===== config.mk =====
export PLATFORM = sky130hd
export DESIGN_NAME = srx_top
export DESIGN_NICKNAME = d
export VERILOG_FILES = /design/src/rtl/srx_pkg.sv /design/src/rtl/srx_edge.sv /design/src/rtl/srx_framer.sv /design/src/rtl/srx_buffer.sv /design/src/rtl/srx_top.sv
export SDC_FILE = /design/constraint.sdc
export NUM_CORES = 1
export LEC_CHECK = 0
export CAP_MARGIN = 20
export CORE_MARGIN = 2
export CORE_UTILIZATION = 35
export CTS_CLUSTER_DIAMETER = 60
export DETAILED_ROUTE_END_ITERATION = 8
export PLACE_DENSITY_LB_ADDON = 0.12
export SLEW_MARGIN = 20
export SYNTH_ARGS = -nofsm -noshare
export SYNTH_HDL_FRONTEND = slang
export SYNTH_SLANG_ARGS = --single-unit

===== constraint.sdc =====
create_clock -name clk -period 7.4 [get_ports clk]
set_clock_uncertainty 0.1 [all_clocks]
set_input_delay 0.74 -clock clk [delete_from_list [all_inputs] [get_ports clk]]
set_output_delay 0.74 -clock clk [all_outputs]
set_load 0.1 [all_outputs]

===== src/rtl/srx_pkg.sv =====
// Shared types and helpers for the framed serial receiver.
package srx_pkg;
    typedef enum logic [1:0] {
        IRQ_LOAD   = 2'b00,
        IRQ_BLOCK  = 2'b01,
        IRQ_FRAME  = 2'b10,
        IRQ_SYNERR = 2'b11
    } irq_sel_e;

    // Converts a 3-bit length code into a bit count; unused codes give 32.
    function automatic logic [5:0] code_to_len(input logic [2:0] code);
        case (code)
            3'd0:    return 6'd8;
            3'd1:    return 6'd12;
            3'd2:    return 6'd16;
            3'd3:    return 6'd20;
            3'd4:    return 6'd24;
            default: return 6'd32;
        endcase
    endfunction
endpackage


===== src/rtl/srx_edge.sv =====
// Detects the chosen sampling edge of the bit clock and the start of a frame.
// Assumes ser_clk and ser_fs are synchronous to clk and change at most every
// other clk cycle.
module srx_edge (
    input  logic clk,
    input  logic rst_n,
    input  logic ser_clk,
    input  logic ser_fs,
    input  logic clk_pol,
    input  logic fs_pol,
    output logic smp,
    output logic fs_start
);
    logic sck_q;
    logic fs_prev;
    logic fs_act;

    // Sampling strobe and sync activity decode.
    always_comb begin
        smp      = clk_pol ? (ser_clk & ~sck_q) : (~ser_clk & sck_q);
        fs_act   = fs_pol ? ser_fs : ~ser_fs;
        fs_start = smp & fs_act & ~fs_prev;
    end

    // Remembers the last bit-clock level and the sync level at the last sample.
    always_ff @(posedge clk) begin
        if (!rst_n) begin
            sck_q   <= 1'b0;
            fs_prev <= 1'b0;
        end else begin
            sck_q <= ser_clk;
            if (smp) fs_prev <= fs_act;
        end
    end
endmodule


===== src/rtl/srx_framer.sv =====
// Shift register and frame sequencer: counts bits, words and phases, and
// reports finished words, frame starts, sync errors and block ends.
// Assumes DATA_W is at least 32 and configuration is static within a frame.
module srx_framer #(
    parameter int DATA_W   = 32,
    parameter int CNT_W    = 7,
    parameter int BLK_SIZE = 16
) (
    input  logic              clk,
    input  logic              rst_n,
    input  logic              smp,
    input  logic              fs_start,
    input  logic              ser_dat,
    input  logic              dual_phase,
    input  logic [2:0]        p1_len,
    input  logic [CNT_W-1:0]  p1_cnt,
    input  logic [2:0]        p2_len,
    input  logic [CNT_W-1:0]  p2_cnt,
    output logic              word_v,
    output logic [DATA_W-1:0] word,
    output logic              start_q,
    output logic              err_q,
    output logic              blk_q,
    output logic              active
);
    import srx_pkg::*;
    localparam int BCNT_W   = $clog2(DATA_W) + 1;
    localparam int CH_W     = CNT_W + 1;
    localparam int BLK_BITS = $clog2(BLK_SIZE);

    logic              phase;
    logic [BCNT_W-1:0] bcnt;
    logic [CNT_W-1:0]  wcnt;
    logic [CH_W-1:0]   chan;
    logic [DATA_W-1:0] shift;
    logic [DATA_W-1:0] shift_nx;
    logic [BCNT_W-1:0] last_bit;
    logic [CNT_W-1:0]  cnt_cur;

    // Selects the field set of the current phase.
    always_comb begin
        last_bit = BCNT_W'(code_to_len(phase ? p2_len : p1_len)) - BCNT_W'(1);
        cnt_cur  = phase ? p2_cnt : p1_cnt;
        shift_nx = {shift[DATA_W-2:0], ser_dat};
    end

    // Advances bit, word, phase and channel counters on each sample.
    always_ff @(posedge clk) begin
        if (!rst_n) begin
            phase   <= 1'b0;
            bcnt    <= '0;
            wcnt    <= '0;
            chan    <= '0;
            shift   <= '0;
            word    <= '0;
            word_v  <= 1'b0;
            start_q <= 1'b0;
            err_q   <= 1'b0;
            blk_q   <= 1'b0;
            active  <= 1'b0;
        end else begin
            word_v  <= 1'b0;
            start_q <= 1'b0;
            err_q   <= 1'b0;
            blk_q   <= 1'b0;
            if (smp && fs_start) begin
                start_q <= 1'b1;
                err_q   <= active;
                active  <= 1'b1;
                phase   <= 1'b0;
                wcnt    <= '0;
                chan    <= '0;
                shift   <= {{(DATA_W-1){1'b0}}, ser_dat};
                bcnt    <= BCNT_W'(1);
            end else if (smp && active) begin
                if (bcnt == last_bit) begin
                    word_v <= 1'b1;
                    word   <= shift_nx;
                    shift  <= '0;
                    bcnt   <= '0;
                    chan   <= chan + CH_W'(1);
                    blk_q  <= (chan[BLK_BITS-1:0] == {BLK_BITS{1'b1}});
                    if (wcnt == cnt_cur) begin
                        wcnt <= '0;
                        if (!phase && dual_phase) phase  <= 1'b1;
                        else                      active <= 1'b0;
                    end else begin
                        wcnt <= wcnt + CNT_W'(1);
                    end
                end else begin
                    shift <= shift_nx;
                    bcnt  <= bcnt + BCNT_W'(1);
                end
            end
        end
    end
endmodule


===== src/rtl/srx_buffer.sv =====
// Buffer register and host data register with ready and overrun flags.
// Assumes finished words arrive at least two cycles apart.
module srx_buffer #(
    parameter int DATA_W = 32
) (
    input  logic              clk,
    input  logic              rst_n,
    input  logic              word_v,
    input  logic [DATA_W-1:0] word,
    input  logic              rd,
    output logic [DATA_W-1:0] data,
    output logic              rdy,
    output logic              ovr,
    output logic              ld_q,
    output logic              buf_v
);
    logic [DATA_W-1:0] buf_q;

    // Moves buffered words on, or drops them as overrun, and serves reads.
    always_ff @(posedge clk) begin
        if (!rst_n) begin
            buf_q <= '0;
            buf_v <= 1'b0;
            data  <= '0;
            rdy   <= 1'b0;
            ovr   <= 1'b0;
            ld_q  <= 1'b0;
        end else begin
            ld_q <= 1'b0;
            if (word_v) begin
                buf_q <= word;
                buf_v <= 1'b1;
            end else begin
                buf_v <= 1'b0;
            end
            if (buf_v) begin
                if (!rdy || rd) begin
                    data <= buf_q;
                    rdy  <= 1'b1;
                    ld_q <= 1'b1;
                    if (rd) ovr <= 1'b0;
                end else begin
                    ovr <= 1'b1;
                end
            end else if (rd) begin
                rdy <= 1'b0;
                ovr <= 1'b0;
            end
        end
    end
endmodule


===== src/rtl/srx_top.sv =====
// Dual-phase framed serial receiver: edge detect, framer, buffer and
// interrupt source select. Configuration must be static during a frame.
module srx_top #(
    parameter int DATA_W   = 32,
    parameter int CNT_W    = 7,
    parameter int BLK_SIZE = 16
) (
    input  logic              clk,
    input  logic              rst_n,
    input  logic              ser_clk,
    input  logic              ser_fs,
    input  logic              ser_dat,
    input  logic              clk_pol,
    input  logic              fs_pol,
    input  logic              dual_phase,
    input  logic [2:0]        p1_len,
    input  logic [CNT_W-1:0]  p1_cnt,
    input  logic [2:0]        p2_len,
    input  logic [CNT_W-1:0]  p2_cnt,
    input  logic [1:0]        irq_mode,
    input  logic              rd,
    output logic [DATA_W-1:0] rx_data,
    output logic              rdy,
    output logic              ovr,
    output logic              irq
);
    import srx_pkg::*;

    logic              smp, fs_start;
    logic              word_v, start_q, err_q, blk_q, active;
    logic [DATA_W-1:0] word;
    logic              ld_q, buf_v;

    srx_edge u_edge (
        .clk(clk), .rst_n(rst_n), .ser_clk(ser_clk), .ser_fs(ser_fs),
        .clk_pol(clk_pol), .fs_pol(fs_pol), .smp(smp), .fs_start(fs_start)
    );

    srx_framer #(.DATA_W(DATA_W), .CNT_W(CNT_W), .BLK_SIZE(BLK_SIZE)) u_frm (
        .clk(clk), .rst_n(rst_n), .smp(smp), .fs_start(fs_start),
        .ser_dat(ser_dat), .dual_phase(dual_phase),
        .p1_len(p1_len), .p1_cnt(p1_cnt), .p2_len(p2_len), .p2_cnt(p2_cnt),
        .word_v(word_v), .word(word), .start_q(start_q), .err_q(err_q),
        .blk_q(blk_q), .active(active)
    );

    srx_buffer #(.DATA_W(DATA_W)) u_buf (
        .clk(clk), .rst_n(rst_n), .word_v(word_v), .word(word), .rd(rd),
        .data(rx_data), .rdy(rdy), .ovr(ovr), .ld_q(ld_q), .buf_v(buf_v)
    );

    // Routes the selected event pulse to the interrupt output.
    always_comb begin
        case (irq_sel_e'(irq_mode))
            IRQ_LOAD:   irq = ld_q;
            IRQ_BLOCK:  irq = blk_q;
            IRQ_FRAME:  irq = start_q;
            default:    irq = err_q;
        endcase
    end
endmodule


==> metrics.md, run 1 <==
| Metric | Value |
|---|---|
| Status | complete, no violations |
| Area grow syn2layout | 22.8% |
| Pre-CTS WS | 3.18 ns |
| Req. time, crit path | 7.64 ns |
| Die ar. | 0.0188 mm² |
| Layout cells sized above 1 | 6.54% |
| IO Pins | 66 |
| Area fraction of the dominant cell type after synthesis | 50.3% |
| Least-Margin Pin Slew | 1.07 ns |
| Setup Viol. Count Final | 0 |
| #FFs+latches synth | 156 |
| Count leader, synth | dfxtp_1 |
| Site row count | 48 |
| Post-CTS Setup Bufs | 0 |
| Die height | 137 µm |
| CTS buffer count | 17 |
| CTS Hold Bufs | 0 |
| Fin. Hold Viols | 0 |
| Post-synth EDFFs | 0 |
| CTS sink count | 156 |
| Min-delay src | u_frm.shift[30] |
| Remaining Overflow, GRT | 0 |
| Largest net degree at the start of global routing | 111 |
| Pleak | 2.44 nW |
| Power Internal | 0.00145 W |
| Comb pwr share | 3.4% |
| Unrepaired setup endpoints after global routing | no |
| Initial DRC count | 140 |
| Final cycle utilization of the critical path | 51.2% |
| Hold Path Class | reg2reg |
| CTS resizes | 0 |
| Psw | 0.000350 W |
| Worst IR drop on VDD | 165 µV |
| Core area | 0.0173 mm² |
| Worst Setup Path Type | in2reg |
| Relative slew slack | 28.5% |
| Via/cell ratio | 4.69 |
| Post-Syn Nets | 690 |
| Max-slew violation count | 0 |
| Max FO, Critical Path | 22 |
| Initial antenna violation count | 0 |
| Fmax | 0.264 GHz |
| First-pass GRT wire length | 20.0 mm |
| GPL Wtd Cong | 0.690 |
| Antenna Cells | 0 |
| Seq pwr share | 47.0% |
| Root buffer cell | clkbuf_16 |
| Sw Share | 19.5% |
| Die span in x | 137 µm |
| Post-DP HPWL | 7.55 mm |
| Critical path arrival | 4.03 ns |
| Synth top area cells | dfxtp_1, mux2i_1, nand2_1 |
| Final worst setup slack | 3.61 ns |
| WL/cell | 12.6 µm |
| Setup TNS | 0 ns |
| FFs w/ async S/R, synth | 0% |
| Synth Instances | 655 |
| Vias | 4428 |
| CTS clk-pin slew, worst paths | 0.06 ns |
| Total Wirelength | 11.9 mm |
| Synth Flop Type | dfxtp_1 |
| Drc violations | 0 |
| Clk pwr share | 49.6% |
| H-tree levels | 4 |
| CP Launch Point | p1_len[0] |
| Post-synthesis cell type count | 43 |
| Worst setup SP type | primary input |
| Worst skew pair latency | 0.42 ns |
| Fin nets | 742 |
| Clk buf depth | 2 |
| Fillcell total | 1730 |
| Total of max-cap violations | 0 |
| Pwr/cell area | 236 mW/mm² |
| Util after Layout | 44.1% |
| Pre-antenna DRT Iters | 4 |
| GRT Total Usage | 13.5% |
| Top post-synthesis cells by count | dfxtp_1, nand2_1, mux2i_1, nor2b_1, a21oi_1 |
| Post-Syn Area | 0.00621 mm² |
| Starting density of the core | 35.9% |
| Post-DRT Antenna Nets | 0 |
| CTS tree | built |
| # port buffers | 65 |
| Syn Area/Cell | 9.48 µm² |
| Part of the Yosys area used for sequential elements | 50.3% |
| Vias in the first global route | 4316 |
| Ys Warns | 0 |
| Area leader, netlist | dfxtp_1 |
| Fin crit period | 3.79 ns |
| Reg-to-Reg Start | u_frm.phase |
| Worst Setup End Kind | flop |
registers in the layout (all words and copies together), names as in the netlist, 4 cells and up:
name,cells
u_frm.shift,31
u_frm.word,32
u_frm.wcnt,7
u_frm.bcnt,6
u_buf.buf_q,32
u_frm.chan,4
u_buf.data,32
cell type report:
cell class,count,area (µm²),area share (%)
Clock buffer,24,502,6.58
Clock inverter,7,110,1.44
Inverter,5,18.8,0.246
Multi-Input combinational cell,454,2870,37.7
Sequential cell,156,3120,41.0
Tap cell,225,282,3.69
Timing Repair Buffer,73,713,9.36
cell usage in the layout, fill, tap and decap left out, drive strengths merged, types with 7 or more instances in the layout:
cell	count
a21boi	33
a21oi	44
buf	9
clkbuf	24
clkdlybuf4s50	64
dfxtp	156
mux2i	74
nand2	139
nor2	11
nor2b	67
o21ai	9
xnor2	7
xor2	9
worst paths after layout:
kind | cells past startpoint | slack, ns | endpoint
hold / removal | 2 | 0.36 | u_frm.shift[30]
setup / recovery | 11 | 3.61 | u_frm.shift[24]
hold reg to reg | 2 | 0.36 | u_frm.shift[30]
setup reg to reg | 10 | 3.68 | u_frm.shift[24]
power groups by stage:
stage / Clock (W) / Combinational (W) / Sequential (W)
2_1_floorplan: 0 / 0.0000356 / 0.000861
3_3_place_gp: 0 / 0.0000590 / 0.000862
3_5_place_dp: 0 / 0.0000622 / 0.000862
4_1_cts: 0.000918 / 0.0000624 / 0.000843
5_1_grt: 0.000951 / 0.0000665 / 0.000843
6_report: 0.000891 / 0.0000610 / 0.000843
cells by family (layout without fill, tap and decap cells):
logic type / Yosys count / count (layout) / synth area share [%]
compound gates: 99 / 99 / 10.4
buf+inv: 45 / 109 / 3.47
flops: 156 / 156 / 50.3
simple gates: 260 / 260 / 20.5
xor+xnor: 16 / 16 / 2.26
fa+ha+maj: 4 / 4 / 0.806
mux: 75 / 75 / 12.3
stage by stage:
step / power [W] / hold slack [ns] / area (µm²) / cells
floorplan: 0.000897 / 0.336 / 6210 / 655
global placement: 0.000921 / 0.347 / 7000 / 912
finish: 0.00180 / 0.360 / 7620 / 944
global route: 0.00186 / 0.381 / 7620 / 944
CTS: 0.00182 / 0.362 / 7620 / 944
detailed placement: 0.000924 / 0.354 / 7010 / 913
metal layers:
metal  vias up  global-route usage [%]  routed length, µm
li1       2291                       -                  -
met1      2061                    15.4               5390
met2        64                    23.5               5930
met3        12                    3.97                350
met4         0                    5.50                182
met5         -                       0                  0
worst max-delay path, stage by stage:
cell and delay (ns):
clkdlybuf4s50_1 0.48, nor3b_1 0.39, nor2_1 0.09, ha_1 0.32, xor2_1 0.16, nor4b_2 0.17, nor2_1 0.38, a211o_1 0.43
nand2_1 0.43, buf_8 0.30, a21oi_1 0.13
(Power assumes the default switching activity.)
==> inputs of run 2 (changes only) <==
==> constraint.sdc (replaced) <==
create_clock -name clk -period 3.56 [get_ports clk]
set_clock_uncertainty 0.1 [all_clocks]
set_input_delay 0.356 -clock clk [delete_from_list [all_inputs] [get_ports clk]]
set_output_delay 0.356 -clock clk [all_outputs]
set_load 0.1 [all_outputs]
==> metrics.md, run 2 (synthesis gave the netlist of run 1 again) <==
| Metric | Value |
|---|---|
| Least-Margin Pin Slew | 1.10 ns (+0.0250 ns) |
| Commonest non-fill, non-tap cell in the layout | dfxtp_1 |
| Root buffer cell | clkbuf_16 |
| Worst path max stage delay | 0.45 ns (-0.03 ns) |
| CTS buffer count | 17 (unchanged) |
| Fin crit period | 3.08 ns |
| Status | complete, no violations |
| Vias | 4444 (+0.36%) |
| WL/cell | 13.0 µm (+3.5%) |
| Worst skew pair latency | 0.42 ns (about the same) |
| Crit path buffers/inverters | 1 (-1) |
| CTS sink count | 156 (unchanged) |
| Setup TNS | 0 ns (unchanged) |
| Fillcell total | 1666 (-3.7%) |
| CTS Hold Bufs | 0 (unchanged) |
| Worst IR drop on VDD | 343 µV (+110%) |
| Worst Setup Path Type | reg2reg |
| Critical path depth | 10 (-1) |
| Crit-path slowest cell | dfxtp_1 |
| CP delay by family, top | multiplexers |
| CTS clk-pin slew, worst paths | 0.06 ns (about the same) |
| Die ar. | 0.0188 mm² (unchanged) |
| Die height | 137 µm (unchanged) |
| Worst setup SP type | flop |
| Initial DRC count | 204 (+46%) |
| CP Launch Point | u_frm.phase |
| H-tree levels | 4 (unchanged) |
| Site row count | 48 (unchanged) |
| Vias in the first global route | 4393 (+1.8%) |
| Starting density of the core | 35.9% (unchanged) |
| Worst setup path end | u_frm.word[4] |
| Total of max-cap violations | 0 (unchanged) |
| Post-DP HPWL | 7.85 mm (+4.0%) |
| Max FO, Critical Path | 32 (+45%) |
| Path depth of the worst reg2reg path | 10 (unchanged) |
| Drc violations | 0 (unchanged) |
| Pre-antenna DRT Iters | 4 (unchanged) |
| Worst Setup End Kind | flop |
| Top Registers | u_buf.buf_q (32), u_buf.data (32), u_frm.word (32) |
| Pleak | 2.43 nW (-0.29%) |
| Final worst setup slack | 0.483 ns (-3.13 ns) |
| CTS tree | built |
| Total Wirelength | 12.3 mm (+3.7%) |
| Util after Layout | 43.9% (-0.13 points) |
| Critical path arrival | 3.28 ns (-0.75 ns) |
| Post-DRT Antenna Nets | 0 (unchanged) |
| Fin nets | 745 (+0.40%) |
| Most frequent cells in the layout | dfxtp_1, nand2_1, mux2i_1 |
| Unrepaired setup endpoints after global routing | no |
| Via/cell ratio | 4.70 (+0.15%) |
| Largest net degree at the start of global routing | 57 (-49%) |
| Layout cells sized above 1 | 7.07% (+0.54 points) |
| Pre-CTS WS | 0.225 ns (-2.95 ns) |
| Max-slew violation count | 0 (unchanged) |
| Req. time, crit path | 3.76 ns (-3.88 ns) |
| Most used cell, CP | mux2i_1 |
| Final cycle utilization of the critical path | 86.4% |
| IO Pins | 66 (unchanged) |
| Cell Chain, Critical Path | mux2i_1, o21ai_0, ha_1, xor2_1, nor4b_2, nor2_1, a2111oi_4, buf_12, mux2i_1, nor2b_1 |
| # port buffers | 65 (unchanged) |
| Remaining Overflow, GRT | 0 (unchanged) |
| Hold Path Class | reg2reg |
| Setup Viol. Count Final | 0 (unchanged) |
| Hold_ws | 0.360 ns (-0.000406 ns) |
| Core area | 0.0173 mm² (unchanged) |
| Die span in x | 137 µm (unchanged) |
| Clk buf depth | 2 (unchanged) |
| CTS resizes | 0 (unchanged) |
| Area grow syn2layout | 22.4% |
| GRT Total Usage | 13.9% (+0.44 points) |
| Antenna Cells | 0 (unchanged) |
| Initial antenna violation count | 0 (unchanged) |
| Relative slew slack | 26.8% (-1.7 points) |
| Fmax | 0.325 GHz |
| Post-CTS Setup Bufs | 0 (unchanged) |
| GPL Wtd Cong | 0.697 (+1.0%) |
| Flop-to-flop setup slack | 0.48 ns (-3.20 ns) |
| Reg-to-Reg Start | u_frm.phase |
| Pwr/cell area | 471 mW/mm² (+100%) |
| Fin. Hold Viols | 0 (unchanged) |
| RR Endpoint | u_frm.word[4] |
| First-pass GRT wire length | 20.7 mm (+3.3%) |
[run 2: changes by cell type in the layout (fill, tap and decap cells not counted), sizes merged]
cell,delta
clkdlybuf4s50,-1
clkinvlp,+1
bufinv,-2
clkbuf,-2
buf,+4
clkinv,+2
[run 2: worst min path at each step]
stage                    start               to  depth (start not counted)
5_1_grt         u_frm.shift[0]   u_frm.shift[1]                          2
4_1_cts         u_buf.data[21]   u_buf.data[21]                          2
3_3_place_gp   u_frm.shift[30]  u_frm.shift[30]                          2
2_1_floorplan               rd        u_buf.ovr                          1
6_report        u_buf.data[21]   u_buf.data[21]                          2
3_5_place_dp    u_buf.data[21]   u_buf.data[21]                          2
[run 2: power breakdown]
group          total, W  leakage, nW  internal (W)  switching [W]
Combinational  0.000129        0.895     0.0000672      0.0000619
Sequential      0.00175         1.26       0.00175     0.00000291
Clock           0.00170        0.277       0.00102       0.000676
Total           0.00358         2.43       0.00284       0.000741
[run 2: cell type report]
cell class / instances / area [µm²] / area share [%]
Sequential cell: 156 / 3120 / 41.1
Clock buffer: 22 / 484 / 6.37
Inverter: 5 / 18.8 / 0.247
Tap cell: 225 / 282 / 3.70
Multi-Input combinational cell: 454 / 2870 / 37.8
Timing Repair Buffer: 76 / 751 / 9.88
Clock inverter: 8 / 67.6 / 0.889
[run 2: per-stage QoR]
step           cell area [µm²]  instances  power [W]
3_5_place_dp              7050        916    0.00192
4_1_cts                   7600        946    0.00363
6_report                  7600        946    0.00358
3_3_place_gp              7050        916    0.00192
2_1_floorplan             6210        655    0.00186
5_1_grt                   7600        946    0.00371
[run 2: worst min-delay path: stages (launching register included)]
cell and delay, ns:
dfxtp_1 0.30, nand2_1 0.04, a21boi_0 0.06
[run 2: per-layer routing]
| metal | up-vias | wire length, µm | GRT usage (%) |
|---|---|---|---|
| met1 | 2071 | 5750 | 16.6 |
| met4 | 0 | 114 | 4.70 |
| met3 | 11 | 372 | 4.16 |
| met2 | 61 | 6060 | 23.9 |
| li1 | 2301 | - | - |
| met5 | - | 0 | 0 |
